File: src/rtl/pdn_seq_pkg.sv
package pdn_seq_pkg;
  typedef enum logic [1:0] {
    ST_DOWN  = 2'd0,
    ST_WAIT  = 2'd1,
    ST_COUNT = 2'd2,
    ST_RUN   = 2'd3
  } seq_st_e;
endpackage

File: src/rtl/pdn_deglitch.sv
module pdn_deglitch #(
  parameter int SYNC_STAGES = 2,
  parameter int MIN_LOW     = 4
) (
  input  logic clk_i,
  input  logic rst_ni,
  input  logic pdn_ni,
  output logic pdn_up_o
);
  localparam int LW = $clog2(MIN_LOW + 1);

  logic [SYNC_STAGES-1:0] sync_q;
  logic [LW-1:0]          low_cnt_q;
  logic                   up_q;
  logic                   pdn_s;

  always_ff @(posedge clk_i or negedge rst_ni) begin
    if (!rst_ni) sync_q <= '0;
    else         sync_q <= {sync_q[SYNC_STAGES-2:0], pdn_ni};
  end

  assign pdn_s = sync_q[SYNC_STAGES-1];

  // release is immediate, entry needs MIN_LOW low samples in a row
  always_ff @(posedge clk_i or negedge rst_ni) begin
    if (!rst_ni) begin
      low_cnt_q <= '0;
      up_q      <= 1'b0;
    end else if (pdn_s) begin
      low_cnt_q <= '0;
      up_q      <= 1'b1;
    end else if (low_cnt_q == LW'(MIN_LOW - 1)) begin
      up_q      <= 1'b0;
    end else begin
      low_cnt_q <= low_cnt_q + 1'b1;
    end
  end

  assign pdn_up_o = up_q;
endmodule

File: src/rtl/frame_edge_sel.sv
module frame_edge_sel (
  input  logic rise_i,
  input  logic fall_i,
  input  logic i2s_i,
  output logic edge_o
);
  assign edge_o = i2s_i ? fall_i : rise_i;
endmodule

File: src/rtl/init_counter.sv
module init_counter #(
  parameter int CNT_W       = 13,
  parameter int INIT_MASTER = 4129,
  parameter int INIT_SLAVE  = 4132
) (
  input  logic clk_i,
  input  logic rst_ni,
  input  logic clr_i,
  input  logic step_i,
  input  logic master_i,
  output logic last_o
);
  localparam logic [CNT_W-1:0] TC_M = CNT_W'(INIT_MASTER - 1);
  localparam logic [CNT_W-1:0] TC_S = CNT_W'(INIT_SLAVE - 1);

  logic [CNT_W-1:0] cnt_q;
  logic [CNT_W-1:0] tc;

  assign tc = master_i ? TC_M : TC_S;

  always_ff @(posedge clk_i or negedge rst_ni) begin
    if (!rst_ni)     cnt_q <= '0;
    else if (clr_i)  cnt_q <= '0;
    else if (step_i) cnt_q <= cnt_q + 1'b1;
  end

  assign last_o = step_i && (cnt_q == tc);
endmodule

File: src/rtl/pdn_init_seq.sv
module pdn_init_seq
  import pdn_seq_pkg::*;
#(
  parameter int SYNC_STAGES = 2,
  parameter int MIN_LOW     = 4,
  parameter int CNT_W       = 13,
  parameter int INIT_MASTER = 4129,
  parameter int INIT_SLAVE  = 4132
) (
  input  logic clk_i,
  input  logic rst_ni,
  input  logic pdn_ni,
  input  logic lr_rise_i,
  input  logic lr_fall_i,
  input  logic master_i,
  input  logic i2s_i,
  output logic filt_rst_o,
  output logic pins_low_o,
  output logic zero_data_o,
  output logic data_valid_o
);
  seq_st_e st_q, st_d;
  logic    pdn_up;
  logic    master_q, i2s_q;
  logic    frame_edge;
  logic    cnt_last;
  logic    go_master;

  pdn_deglitch #(
    .SYNC_STAGES(SYNC_STAGES),
    .MIN_LOW    (MIN_LOW)
  ) i_deglitch (
    .clk_i   (clk_i),
    .rst_ni  (rst_ni),
    .pdn_ni  (pdn_ni),
    .pdn_up_o(pdn_up)
  );

  frame_edge_sel i_edge_sel (
    .rise_i(lr_rise_i),
    .fall_i(lr_fall_i),
    .i2s_i (i2s_q),
    .edge_o(frame_edge)
  );

  init_counter #(
    .CNT_W      (CNT_W),
    .INIT_MASTER(INIT_MASTER),
    .INIT_SLAVE (INIT_SLAVE)
  ) i_counter (
    .clk_i   (clk_i),
    .rst_ni  (rst_ni),
    .clr_i   (st_q != ST_COUNT),
    .step_i  ((st_q == ST_COUNT) && frame_edge),
    .master_i(master_q),
    .last_o  (cnt_last)
  );

  // mode is tracked only while powered down
  always_ff @(posedge clk_i or negedge rst_ni) begin
    if (!rst_ni) begin
      master_q <= 1'b0;
      i2s_q    <= 1'b0;
    end else if (st_q == ST_DOWN) begin
      master_q <= master_i;
      i2s_q    <= i2s_i;
    end
  end

  assign go_master = master_i;

  always_comb begin
    st_d = st_q;
    if (!pdn_up) begin
      st_d = ST_DOWN;
    end else begin
      unique case (st_q)
        ST_DOWN:  st_d = go_master ? ST_COUNT : ST_WAIT;
        ST_WAIT:  if (frame_edge) st_d = ST_COUNT;
        ST_COUNT: if (cnt_last)   st_d = ST_RUN;
        ST_RUN:   st_d = ST_RUN;
        default:  st_d = ST_DOWN;
      endcase
    end
  end

  always_ff @(posedge clk_i or negedge rst_ni) begin
    if (!rst_ni) st_q <= ST_DOWN;
    else         st_q <= st_d;
  end

  assign filt_rst_o   = (st_q == ST_DOWN) || (st_q == ST_WAIT);
  assign pins_low_o   = (st_q == ST_DOWN) || (st_q == ST_WAIT);
  assign zero_data_o  = (st_q != ST_RUN);
  assign data_valid_o = (st_q == ST_RUN);
endmodule


File: config.mk
export PLATFORM = sky130hd
export DESIGN_NAME = pdn_init_seq
export DESIGN_NICKNAME = d
export VERILOG_FILES = /design/src/rtl/pdn_seq_pkg.sv /design/src/rtl/pdn_deglitch.sv /design/src/rtl/frame_edge_sel.sv /design/src/rtl/init_counter.sv /design/src/rtl/pdn_init_seq.sv
export SDC_FILE = /design/constraint.sdc
export NUM_CORES = 1
export LEC_CHECK = 0
export ABC_AREA = 1
export BUFFER_PORTS_ARGS = -buffer_cell sky130_fd_sc_hd__buf_4
export CAP_MARGIN = 15
export CORE_ASPECT_RATIO = 1.5
export CORE_UTILIZATION = 42
export CTS_CLUSTER_SIZE = 25
export DETAILED_ROUTE_END_ITERATION = 8
export HOLD_SLACK_MARGIN = 0.02
export PLACE_DENSITY = 0.58
export SKIP_LAST_GASP = 1
export SLEW_MARGIN = 20
export SYNTH_ARGS = -nofsm -noshare
export SYNTH_HDL_FRONTEND = slang
export SYNTH_HIERARCHICAL = 1
export SYNTH_SLANG_ARGS = --single-unit
File: constraint.sdc
create_clock -name clk_i -period 1.96 [get_ports clk_i]
set_input_delay 0.098 -clock clk_i [delete_from_list [all_inputs] [get_ports clk_i]]
set_output_delay 0.098 -clock clk_i [all_outputs]
set_load 0.02 [all_outputs]
==> metrics.csv <==
stage;metric;value;unit
worst_setup_path;Worst EP required;2.17;ns
finish;fill count;290;
worst_setup_path;RR Startpoint;st_q[1];
timing;slew at the pin closest to its max-slew limit;0.304;ns
floorplanning;core area;2710;um^2
global_route;global route total overflow;0;
drt;final antenna-violating net count;0;
clocking;CTS tree;yes;
synth;Mapped Area;1200;um^2
min_path;Worst Hold Depth;3;
power;Pwr per Cell Area;897;nW/um^2
timing;slew margin rel.;0.797;
worst_setup_path;Crit Path Class;flip-flop to flip-flop;
clocking;deepest level of the CTS H-tree;1;
clocking;clock root cell;clkbuf_8;
timing;Clock Skews;0.00445;ns
finish;share of cells above drive strength 1;0.140;
timing;endpoints failing hold;0;
timing;Slew Viols, Final;0;
synth;number of distinct library cells after synthesis;18;
placed_design;DP HPWL;1780;um
worst_setup_path;CP Max Fanout;7;
finish;most frequent cells in the layout;38 x nand2_1, 24 x inv_1, 23 x dfrtp_1;
min_path;Worst Hold Class;input pin to flip-flop;
drt;vias per std cell;4.83;
min_path;hold_sp;master_i;
drt;Routed WL per cell;11.0;um
global_route;first-pass GRT wire length;4260;um
clocking;CTS Buffer Depth;2;
finish;P&R area growth vs syn;16.5;%
synth;FF+latch count, synth;23;
floorplanning;die area;3090;um^2
min_path;Hold EP;master_q;
placed_design;DP Cell Count;208;
worst_setup_path;R2R depth;12;
drt;via count;1038;
worst_setup_path;Setup crit end kind;flip-flop;
clocking;cts bufs inserted;3;
drt;1st-pass router iterations;4;
clocking;Clock Pin Slew Worst Setup and Hold Paths;0.08;ns
finish;Layout Cells excl Fill;215;
timing;final worst-path cycle share;0.844;
worst_setup_path;crit path DAT;1.87;ns
synth;mean area per synthesized cell;7.44;um^2
power;leakage;0.688;nW
synth;Gate Count Post-Synth;162;
drt;routed wire length;2360;um
floorplanning;Starting Density;0.445;
drt;Post-route DRC;0;
synth;post-synthesis sequential area ratio;0.478;
synth;Yosys top cell area share;0.478;
clocking;CTS sink count;23;
drt;DR iter-0 viols;14;
global_route;initial antenna violation count;0;
outcome;status;finished clean;
finish;most common cell after layout, fill and taps aside;nand2_1;
placed_design;gpl congestion;0.818;
timing;# setup viols final;0;
power;Max IR drop VDD;0.798;mV
job;Max-Cap Viols;0;
floorplanning;Die Y;67.6;um
finish;ant diodes;0;
clocking;clock latency on the worst-skew pair;0.27;ns
global_route;number of global-route vias before repair;1045;
worst_setup_path;worst reg2reg setup slack;0.31;ns
synth;Syn Nets;172;
worst_setup_path;Reg2Reg Capture Point;st_q[0];
synth;area leader, netlist;dfrtp_1;
timing;min Tclk post-route;1.65;ns
floorplanning;Chip Width;45.7;um
timing;Sum Neg Setup Slack;0;ns
timing;unrepaired setup endpoints after global routing;no;
worst_setup_path;crit start category;flip-flop;
synth;largest cells by area after synthesis;dfrtp_1 48%, nand2_1 12%, inv_1 7.5%;
placed_design;I/O Buffers;10;
global_route;aggregate global-route resource usage;0.196;
timing;Fmax;604;MHz
synth;Ys Warns;6;
floorplanning;row cnt;23;
global_route;largest net degree at the start of global routing;24;
floorplanning;IO Pins;11;
finish;final net count;189;
-- cells in the mapped netlist --
cell / count
a21oi_1: 7
and2_1: 1
buf_4: 1
clkinv_1: 1
dfrtp_1: 23
ha_1: 3
inv_1: 24
inv_2: 3
nand2_1: 38
nand3_1: 11
nand3b_1: 1
nand4_1: 4
nor2_1: 21
nor2_2: 6
nor3_1: 8
nor4_1: 1
o21ai_0: 6
o21ai_1: 3
-- final cells by class --
class	instances	area (um^2)	share of cell area
multi-input cells	110	526	0.374
clock buffers	3	41.3	0.0294
flip-flops and latches	23	576	0.410
well taps	37	46.3	0.0330
inverters	28	105	0.0749
clock inverters	1	5.00	0.00357
repair buffers	13	105	0.0749
-- worst max-delay path, cell delays in order, from the launching register on --
cell and delay (ns):
dfrtp_1 0.42, inv_2 0.08, nor2_2 0.11, inv_2 0.09, nor2_2 0.19, inv_1 0.08
nor4_2 0.16, nand3_1 0.11, nor2_1 0.11, nor2_1 0.05, nand2_1 0.06, nand3_1 0.07
nand2_1 0.06
-- worst max-delay path by stage --
stage	start	cells after the start	slack (ns)	endpoint
finish	st_q[1]	12	0.31	st_q[0]
global route	st_q[1]	12	0.09	st_q[0]
CTS	st_q[1]	12	0.14	st_q[0]
detailed placement	st_q[1]	12	0.20	st_q[0]
global placement	st_q[1]	12	0.27	st_q[0]
floorplan	st_q[1]	12	0.39	st_q[0]
-- through the flow --
stage | hold WS [ns] | instance area, um^2 | total power [mW] | setup WS [ns] | utilization
after floorplan | -0.198 | 1200 | 0.846 | 0.391 | -
after global placement | 0.00950 | 1320 | 0.956 | 0.268 | 0.488
after detailed placement | 0.0128 | 1320 | 0.963 | 0.205 | 0.488
after CTS | 0.0677 | 1400 | 1.27 | 0.144 | 0.516
after global routing | 0.0841 | 1400 | 1.35 | 0.0859 | 0.519
final | 0.0641 | 1400 | 1.26 | 0.305 | 0.519
-- cells by family (layout without fill, tap and decap cells) --
logic type	count (synthesis)	after routing	share of synthesized area
buf+inv	29	45	0.0935
fa+ha+maj	3	3	0.0312
flops	23	23	0.478
simple gates	91	91	0.331
compound gates	16	16	0.0665
-- power by group --
part / switching (mW) / internal (mW) / leakage (nW)
Combinational: 0.246 / 0.128 / 0.360
Clock: 0.158 / 0.142 / 0.0255
Sequential: 0.0543 / 0.531 / 0.302
-- per-layer routing --
metal,track usage,share of wire
met2,0.336,0.52
met5,0,0
met4,0.154,0.045
met3,0.0321,0.020
met1,0.204,0.41
-- repair_timing --
item	CTS	global route
endpoints found under the setup margin	0	1
endpoints found under the hold margin	25	0
hold buffers	3	0
buffers inserted	0	0
resized for setup	0	2
-- flip-flops by register name (all words and copies together) (netlist names) --
register,cells
i_deglitch/pdn_up_o,1
i_deglitch/sync_q,2
i2s_q,1
i_counter/cnt_q,13
i_deglitch/low_cnt_q,3
master_q,1
st_q,2
Power figures use the tool's default switching activity.
